<file path="src/rtl/supgat_pkg.sv">
package supgat_pkg;

    typedef enum logic [1:0] {
        ST_COLLECT = 2'd0,
        ST_CONVERT = 2'd1,
        ST_PRESENT = 2'd2
    } gat_state_e;

endpackage

</file>
<file path="src/rtl/supgat_merge.sv">
module supgat_merge #(
    parameter int NCH = 12
) (
    input  logic           clk_i,
    input  logic           rst_ni,
    input  logic           clr_i,
    input  logic           en_i,
    input  logic [NCH-1:0] bits_i,
    output logic [NCH-1:0] acc_o
);

    typedef struct packed {
        logic [NCH-1:0] acc;
    } merge_st_t;

    merge_st_t st_d, st_q;

    always_comb begin
        st_d = st_q;
        if (clr_i) begin
            st_d.acc = '0;
        end else if (en_i) begin
            st_d.acc = st_q.acc | bits_i;
        end
    end

    always_ff @(posedge clk_i or negedge rst_ni) begin
        if (!rst_ni) begin
            st_q <= '0;
        end else begin
            st_q <= st_d;
        end
    end

    assign acc_o = st_q.acc;

    // without a clear, bits already set are never lost
    a_r2_monotone: assert property (@(posedge clk_i) disable iff (!rst_ni)
        !clr_i |=> ((acc_o & $past(acc_o)) == $past(acc_o)));

    // a clear empties the register on the next edge
    a_r9_clear: assert property (@(posedge clk_i) disable iff (!rst_ni)
        clr_i |=> (acc_o == '0));

endmodule

</file>
<file path="src/rtl/supgat_scan.sv">
module supgat_scan #(
    parameter int NCH   = 12,
    parameter int MAXL  = 7,
    parameter int IDX_W = 4,
    parameter int LEN_W = 4
) (
    input  logic                  clk_i,
    input  logic                  rst_ni,
    input  logic                  clr_i,
    input  logic                  load_i,
    input  logic [NCH-1:0]        map_i,
    output logic                  done_o,
    output logic [LEN_W-1:0]      len_o,
    output logic [MAXL*IDX_W-1:0] list_o,
    output logic                  ovf_o
);

    localparam int LIST_W = MAXL * IDX_W;
    localparam logic [IDX_W-1:0] FILL = {IDX_W{1'b1}};
    localparam logic [IDX_W-1:0] LAST = IDX_W'(NCH - 1);
    localparam logic [LEN_W-1:0] LIMIT = LEN_W'(MAXL);

    typedef struct packed {
        logic              busy;
        logic [IDX_W-1:0]  cnt;
        logic [LEN_W-1:0]  len;
        logic              ovf;
        logic [NCH-1:0]    map;
        logic [LIST_W-1:0] list;
    } scan_st_t;

    scan_st_t st_d, st_q;
    logic     bit_hit;

    assign bit_hit = st_q.map[st_q.cnt];

    always_comb begin
        st_d = st_q;
        if (clr_i) begin
            st_d.busy = 1'b0;
        end else if (load_i) begin
            st_d.busy = 1'b1;
            st_d.cnt  = '0;
            st_d.len  = '0;
            st_d.ovf  = 1'b0;
            st_d.map  = map_i;
            st_d.list = {MAXL{FILL}};
        end else if (st_q.busy) begin
            if (bit_hit) begin
                if (st_q.len < LIMIT) begin
                    st_d.list[int'(st_q.len) * IDX_W +: IDX_W] = st_q.cnt;
                    st_d.len = st_q.len + LEN_W'(1);
                end else begin
                    st_d.ovf = 1'b1;
                end
            end
            if (st_q.cnt == LAST) begin
                st_d.busy = 1'b0;
            end else begin
                st_d.cnt = st_q.cnt + IDX_W'(1);
            end
        end
    end

    always_ff @(posedge clk_i or negedge rst_ni) begin
        if (!rst_ni) begin
            st_q <= '0;
        end else begin
            st_q <= st_d;
        end
    end

    assign done_o = st_q.busy && (st_q.cnt == LAST);
    assign len_o  = st_q.len;
    assign list_o = st_q.list;
    assign ovf_o  = st_q.ovf;

    // the listed length never passes the slot count
    a_r4_len_bound: assert property (@(posedge clk_i) disable iff (!rst_ni)
        st_q.len <= LIMIT);

    // overflow only once every slot is taken
    a_r6_ovf_full: assert property (@(posedge clk_i) disable iff (!rst_ni)
        st_q.ovf |-> (st_q.len == LIMIT));

    // the walk counter only advances while busy
    a_r3_cnt_step: assert property (@(posedge clk_i) disable iff (!rst_ni)
        (st_q.busy && !clr_i && !load_i && st_q.cnt != LAST)
            |=> (st_q.cnt == $past(st_q.cnt) + IDX_W'(1)));

endmodule

</file>
<file path="src/rtl/support_gather.sv">
module support_gather
    import supgat_pkg::*;
#(
    parameter int NCH   = 12,
    parameter int MAXL  = 7,
    parameter int IDX_W = $clog2(NCH),
    parameter int LEN_W = 4
) (
    input  logic                  clk_i,
    input  logic                  rst_ni,
    input  logic                  start_i,
    input  logic                  sup_valid_i,
    input  logic [NCH-1:0]        sup_bits_i,
    input  logic                  sup_last_i,
    input  logic                  out_ack_i,
    output logic                  out_valid_o,
    output logic [LEN_W-1:0]      out_len_o,
    output logic [MAXL*IDX_W-1:0] out_idx_o,
    output logic                  out_ovf_o
);

    typedef struct packed {
        gat_state_e state;
        logic       vld;
    } ctl_st_t;

    ctl_st_t        st_d, st_q;
    logic           accept;
    logic           load;
    logic           scan_done;
    logic [NCH-1:0] acc;
    logic [NCH-1:0] frozen;

    assign accept = sup_valid_i && !start_i && (st_q.state == ST_COLLECT);
    assign load   = accept && sup_last_i;
    assign frozen = acc | sup_bits_i;

    supgat_merge #(
        .NCH (NCH)
    ) u_merge (
        .clk_i  (clk_i),
        .rst_ni (rst_ni),
        .clr_i  (start_i),
        .en_i   (accept),
        .bits_i (sup_bits_i),
        .acc_o  (acc)
    );

    supgat_scan #(
        .NCH   (NCH),
        .MAXL  (MAXL),
        .IDX_W (IDX_W),
        .LEN_W (LEN_W)
    ) u_scan (
        .clk_i  (clk_i),
        .rst_ni (rst_ni),
        .clr_i  (start_i),
        .load_i (load),
        .map_i  (frozen),
        .done_o (scan_done),
        .len_o  (out_len_o),
        .list_o (out_idx_o),
        .ovf_o  (out_ovf_o)
    );

    always_comb begin
        st_d = st_q;
        if (start_i) begin
            st_d.state = ST_COLLECT;
            st_d.vld   = 1'b0;
        end else begin
            unique case (st_q.state)
                ST_COLLECT: begin
                    if (load) begin
                        st_d.state = ST_CONVERT;
                    end
                end
                ST_CONVERT: begin
                    if (scan_done) begin
                        st_d.state = ST_PRESENT;
                        st_d.vld   = 1'b1;
                    end
                end
                ST_PRESENT: begin
                    if (out_ack_i) begin
                        st_d.state = ST_COLLECT;
                        st_d.vld   = 1'b0;
                    end
                end
                default: begin
                    st_d.state = ST_COLLECT;
                    st_d.vld   = 1'b0;
                end
            endcase
        end
    end

    always_ff @(posedge clk_i or negedge rst_ni) begin
        if (!rst_ni) begin
            st_q <= '{state: ST_COLLECT, vld: 1'b0};
        end else begin
            st_q <= st_d;
        end
    end

    assign out_valid_o = st_q.vld;

    // the presented result stays put until acknowledged
    a_r7_hold: assert property (@(posedge clk_i) disable iff (!rst_ni)
        (out_valid_o && !out_ack_i && !start_i) |=>
            (out_valid_o && $stable(out_len_o) && $stable(out_idx_o) && $stable(out_ovf_o)));

    // an acknowledge ends the presentation
    a_r7_ack_drop: assert property (@(posedge clk_i) disable iff (!rst_ni)
        (out_valid_o && out_ack_i) |=> !out_valid_o);

    // start aborts any output
    a_r9_abort: assert property (@(posedge clk_i) disable iff (!rst_ni)
        start_i |=> !out_valid_o);

    // a result only appears out of the conversion walk
    a_r3_rise_src: assert property (@(posedge clk_i) disable iff (!rst_ni)
        $rose(out_valid_o) |-> ($past(st_q.state) == ST_CONVERT));

endmodule

</file>
<file path="config.mk">
export PLATFORM = sky130hd
export DESIGN_NAME = support_gather
export DESIGN_NICKNAME = d
export VERILOG_FILES = /design/src/rtl/supgat_pkg.sv /design/src/rtl/supgat_merge.sv /design/src/rtl/supgat_scan.sv /design/src/rtl/support_gather.sv
export SDC_FILE = /design/constraint.sdc
export NUM_CORES = 1
export LEC_CHECK = 0
export BUFFER_PORTS_ARGS = -buffer_cell sky130_fd_sc_hd__buf_2
export CORE_MARGIN = 8
export CORE_UTILIZATION = 61
export DETAILED_ROUTE_END_ITERATION = 10
export MAX_ROUTING_LAYER = met4
export PLACE_DENSITY = 0.89
export SLEW_MARGIN = 10
export SYNTH_ARGS = -nofsm -noshare
export SYNTH_HDL_FRONTEND = slang
export SYNTH_HIERARCHICAL = 1
export SYNTH_SLANG_ARGS = --single-unit
</file>
<file path="constraint.sdc">
create_clock -name clk_i -period 5.96 [get_ports clk_i]
set_input_delay 0.894 -clock clk_i [delete_from_list [all_inputs] [get_ports clk_i]]
set_output_delay 0.894 -clock clk_i [all_outputs]
set_load 0.05 [all_outputs]
</file>
### Word-level counts from Yosys, hierarchy flattened

Cells that the tools add are included.

| storage, ports and cells | value |
|---|---|
| word-level logic and storage cells | 66 |
| bits of input ports | 18 |
| output and inout bits | 34 |
| flip-flop bits (word level) | 65 |

| operators by class | value |
|---|---|
| bitwise operators | 2 |
| reduce and logical (&&, ||, !) cells | 16 |
| $add $sub $neg | 3 |
| multiplexer cells | 23 |
| $lt $le $gt $ge | 2 |
| eq/ne operators | 9 |
| shift operators | 2 |

Operator list:

| cell | count |
|---|---|
| two-way mux 28 bit | 4 |
| negator 6 -> 33 bit | 1 |
| variable shift 4 x 33 -> 28 bit (first input constant) | 1 |
| variable part select 4 x 33 -> 28 bit | 1 |
| bitwise mux 28 bit | 1 |
| two-way mux 12 bit | 2 |
| two-way mux 10 bit | 2 |
| bitwise OR 12 bit | 1 |
| two-way mux 3 bit | 3 |
| != test 3 bit (second input constant) | 3 |
| AND reduction 3 bit | 3 |
| adder 4 x 1 -> 4 bit (second input constant) | 2 |
| two-way mux 4 bit | 2 |
| AND reduction 4 bit | 2 |
| nonzero test 2 bit | 4 |
| != test 2 bit (second input constant) | 3 |
| one-hot mux 2 bit (3 select lines) | 1 |
| less-than comparator 4 x 5 -> 1 bit (second input constant) | 1 |
| two-way mux 5 bit | 1 |
| binary-select mux 1 bit (select 4 bit) | 1 |
| equality test 4 bit (second input constant) | 1 |
| logical AND 1 bit | 4 |
| less-than comparator 4 x 3 -> 1 bit (second input constant) | 1 |
| two-way mux 1 bit | 4 |
| other kinds (8) | 8 |

### Depth between registers and ports, before layout

| logic depth | value |
|---|---|
| depth in word-level cells | 7 |
| depth in mapped cells | 9 |
| depth with buffers taken out | 8 |

### Cells and area by module

The synthesis kept the hierarchy.

By module, submodules not included:

| module | area an instance (um^2) | cells each | sequential area each (um^2) | instances |
|---|---|---|---|---|
| supgat_scan | 2747.6 | 273 | 1251.2 | 1 |
| supgat_merge | 421.7 | 38 | 300.3 | 1 |
| support_gather | 234.0 | 26 | 75.1 | 1 |

### Worst setup path before layout

Ideal clock, no wire load.

| timing | value |
|---|---|
| path type | input to register |
| start point | input port start_i |
| end point | register u_scan.st_q, in the netlist u_scan/list_o[12] |
| slack | 3.014 ns |
| library setup time | 0.125 ns |
| stages on the path | 9 |
| data arrival time | 2.821 ns |
| path buffers | 2 |
| data required time | 5.835 ns |
| cells stage by stage | nor4b_2 and2_1 buf_4 inv_2 nor2_2 a21oi_1 buf_2 or3_4 mux2_2 |

| between the ends | value |
|---|---|
| word-level cells in the longest chain between the ends | 6 |
| elaborated cells on any way between the ends | 10 |

Ends and longest elaborated chain:

| element | RTL line | RTL |
|---|---|---|
| start, declared | support_gather.sv:11 | `input logic start_i,` |
| logical NOT 1 bit (*) | support_gather.sv:34 | `assign accept = sup_valid_i && !start_i && (st_q.state == ST_COLLECT);` |
| logical AND 1 bit (*) (2 in a row) | support_gather.sv:34 |  |
| logical AND 1 bit (*) | support_gather.sv:35 | `assign load = accept && sup_last_i;` |
| via load | support_gather.sv:29 | `logic load;` |
| nonzero test 2 bit (no source line) | n/a |  |
| AND reduction 4 bit (no source line) | n/a |  |
| end signal, assigned | supgat_scan.sv:69 | `st_q <= st_d;` |
| end, declared | supgat_scan.sv:32 | `scan_st_t st_d, st_q;` |

Mark *: on every way through the listed nets, which the timed path passes. The rest lies on a longest branch.
A chain may end at the register's enable or synchronous reset.

### Worst setup path in the final report

| timing | value |
|---|---|
| start point | input port start_i |
| end point | register u_scan.st_q, in the netlist u_scan/list_o[12] |

| between the ends | value |
|---|---|
| word-level cells in the longest chain between the ends | 6 |
| elaborated cells on any way between the ends | 10 |

Ends and longest elaborated chain:

| element | RTL line | RTL |
|---|---|---|
| logical NOT 1 bit (*) | support_gather.sv:34 |  |
| logical AND 1 bit (*) (2 in a row) | support_gather.sv:34 |  |
| via accept | support_gather.sv:28 | `logic accept;` |
| logical AND 1 bit (*) | support_gather.sv:35 |  |
| via load | support_gather.sv:29 |  |
| nonzero test 2 bit (no source line) | n/a |  |
| AND reduction 4 bit (no source line) | n/a |  |

Marked as above.

==> flow_summary.ini <==
[clock_network]
cts.repair.resized = 0
worst_skew_pair.late_latency_ns = 0.34
cts_post_setup_buffers_inserted = 0
tritoncts_clock_tree = yes
cts.path.max_buffers = 2
clock_tree_root_buffer_cell = sky130_fd_sc_hd__clkbuf_8
ctsHoldBuffers = 0
clock_sinks = 65
cts.clk_slew.worst_paths_ns = 0.06
clock_tree.htree_level_count = 3
cts-buffers-inserted = 9

[timing]
finalMaxSlewViolations = 0
layout_min_cycle_time_ns = 3.975
hold_violations = 0
tightest_slew_ns = 1.035
tns_ns = 0
timing.slew.headroom = 0.3079
fmax_ghz = 0.2516
fin_crit_sh = 0.6670
worst_clock_skew_ns = 0.008692
report.final.setup_viol = 0
rsz0062_at_grt = false

[final_layout]
num_antenna_cells = 0
layout-drive-gt1-share = 0.3177
num-nets-final = 379
areaGrowthSynthToFinish_pct = 6.324
instances_no_fill = 434

[outcome]
outcome = completed

[global_routing]
grt_max_degree = 66
grt_pass1_wl_um = 11350
overflow = 0
first_global_vias = 2386
gr-usage-all-layers = 0.1754
antenna_violations_before_repair = 0

[floorplan]
initial_utilization = 0.6257
die_width_um = 90.70
row_count = 27
pin_count = 52
overall_die_area_um2 = 8226
fp.dieH_um = 90.70
design.core.area_um2 = 5439

[synth]
synth_ff_type = sky130_fd_sc_hd__dfrtp_1
synth_area_per_cell_um2 = 10.10
yosys_warning_count = 6
proportion_of_synthesized_chip_area_in_sequential_cells = 0.4779
postSynth.asyncResetShare = 1.000
syn-num-nets = 359
synth.distinct_cells = 46
synthCells = 337
synth.cell_area_um2 = 3403
number_of_enable_type_register_cells_in_the_synthesized_netlist = 0
synth.ff_latch_count = 65

[detailed_routing]
drt_first_pass_iters = 5
via_count = 2357
drt-vias-per-instance = 5.431
final_wirelength_um = 6668
route.detailed.drc = 0
drtAntennaViolNets = 0
avgRoutedWirePerCell_um = 15.36
drc_marker_count_from_the_first_detailed_route_iteration = 225

[pwr]
pwr-share-seq = 0.367
netSwitchingPower_uw = 820.7
comb_power_share = 0.456
cellPowerDensity_nw_per_um2 = 482.5
intPower_uw = 925.0
report.power.total_mw = 1.746
sw_frac_of_total = 0.4701
clock_power_share = 0.177
max-vdd-ir-drop_mv = 0.2365
static-leakage-power_nw = 1.860

[worst_setup_path]
path_class = primary input to flop
timing.critical_path.cells = buf_2, nor4b_2, and2_1, buf_4, inv_2, nor2_2, a21oi_1, buf_4, or3_4, mux2_2
critical-path-top-cell-by-count = sky130_fd_sc_hd__buf_4
end_kind = flop
critPathSlowestCell = sky130_fd_sc_hd__nor4b_2
path_delay_family = simple AND/OR/NAND/NOR gates
worst-endpoint-arrival_ns = 4.19
worst-path-buf-inv = 4
crit_required_ns = 6.18
top_fanout_value_on_the_critical_path = 23
cpPeakStageDelay_ns = 0.95
startpoint_type = primary input

[place]
hpwlAfterDp_um = 4820
io_buffer_count = 51
routabilityCongestion = 0.9436
place_inst = 418

[job]
max-cap-violations = 0

[min_path]
hold_class = flop to flop
synth_stat cells, drive strengths merged, types with 3 or more instances:
library cell,number,area (µm²)
a21oi,23,115.1
a2bb2oi,4,35.03
a31oi,5,37.53
buf,39,292.8
clkbuf,6,22.52
dfrtp,65,1627
ha,4,50.05
inv,11,41.29
mux2,20,225.2
mux2i,11,110.1
nand2,57,214.0
nand2b,3,18.77
nand3,5,25.02
nand3b,5,37.54
nor2,23,88.84
nor2b,4,25.02
nor3,6,75.07
o21a,3,22.52
o21ai,4,20.02
or2,13,81.33
or3,3,28.78
xor2,3,26.28
final cells by class:
cell class                      count  area [µm²]
Fill cell                         426        1821
Sequential cell                    65        1627
Multi-Input combinational cell    216        1420
Timing Repair Buffer               54       277.8
Clock buffer                       10       127.6
Tap cell                           72       90.09
Inverter                           11       41.29
Clock inverter                      6       35.03
tightest hold or removal path: stages, from the launching register on:
cell	delay, ns
sky130_fd_sc_hd__dfrtp_1	0.34
sky130_fd_sc_hd__nand2_1	0.05
sky130_fd_sc_hd__nand2_1	0.05
stage by stage:
stage	hold WS, ns	worst slack (ns)	instance area, µm²	utilization
after detailed placement	0.4618	1.667	3456	0.6354
after floorplan	0.4403	3.014	3403	-
after CTS	0.4788	2.020	3618	0.6653
after global routing	0.4955	1.816	3618	0.6653
final	0.4754	1.985	3618	0.6653
after global placement	0.4571	1.793	3456	0.6354
layer usage:
metal,track usage,share of wire,vias to the layer above
met5,-,0,-
met4,0.07351,0.018,0
met3,0.05985,0.065,14
met2,0.2710,0.50,76
met1,0.2040,0.42,1118
li1,-,-,1149
worst paths after layout:
kind                       slack [ns]  cells past startpoint                             to                         from
max                              1.98                     10  u_scan/list_o[12]$_DFFE_PN0P_                      start_i
min                              0.48                      2    u_scan/st_q[36]$_DFFE_PN0P_  u_scan/st_q[36]$_DFFE_PN0P_
max reg2reg                      2.41                      9  u_scan/list_o[12]$_DFFE_PN0P_          st_q[2]$_DFFE_PN0P_
min reg2reg                      0.48                      2    u_scan/st_q[36]$_DFFE_PN0P_  u_scan/st_q[36]$_DFFE_PN0P_
max in group asynchronous        4.73                      2    u_scan/len_o[0]$_DFFE_PN0P_                       rst_ni
min in group asynchronous        0.70                      2   u_merge/acc_o[7]$_DFFE_PN0P_                       rst_ni
flip-flops by register name (all words and copies together) (netlist names):
name and count:
u_scan/list_o 28, u_scan/st_q 17, u_merge/acc_o 12, u_scan/len_o 4, st_q 2, out_valid_o 1
u_scan/ovf_o 1
layout by cell type (no fill, tap or decap), types with 5 or more instances in the layout:
master,instances
sky130_fd_sc_hd__nand2_1,57
sky130_fd_sc_hd__nand3_1,5
sky130_fd_sc_hd__mux2i_1,11
sky130_fd_sc_hd__dfrtp_1,65
sky130_fd_sc_hd__mux2_2,20
sky130_fd_sc_hd__buf_2,51
sky130_fd_sc_hd__inv_1,10
sky130_fd_sc_hd__a21oi_1,23
sky130_fd_sc_hd__nor2_1,22
sky130_fd_sc_hd__clkbuf_8,9
sky130_fd_sc_hd__nand3b_1,5
sky130_fd_sc_hd__or2_2,13
kinds of logic (layout without fill, tap and decap cells):
group,count (synthesis),in the layout,synth area share
AND/OR/NAND/NOR,129,129,0.2000
flip-flops,65,65,0.4779
buffers and inverters,56,81,0.1048
AO/OA/AOI/OAI,47,47,0.08713
multiplexers,32,32,0.1051
adder cells (fa/ha/maj),4,4,0.01471
XOR/XNOR,4,4,0.01030
power groups by stage:
| stage | registers, mW | clock network (mW) | logic (mW) |
|---|---|---|---|
| 6_report | 0.641 | 0.309 | 0.796 |
| 5_1_grt | 0.660 | 0.336 | 0.851 |
| 4_1_cts | 0.642 | 0.318 | 0.797 |
| 3_5_place_dp | 0.650 | 0 | 0.792 |
| 3_3_place_gp | 0.644 | 0 | 0.774 |
| 2_1_floorplan | 0.616 | 0 | 0.757 |
Power figures use the tool's default switching activity.
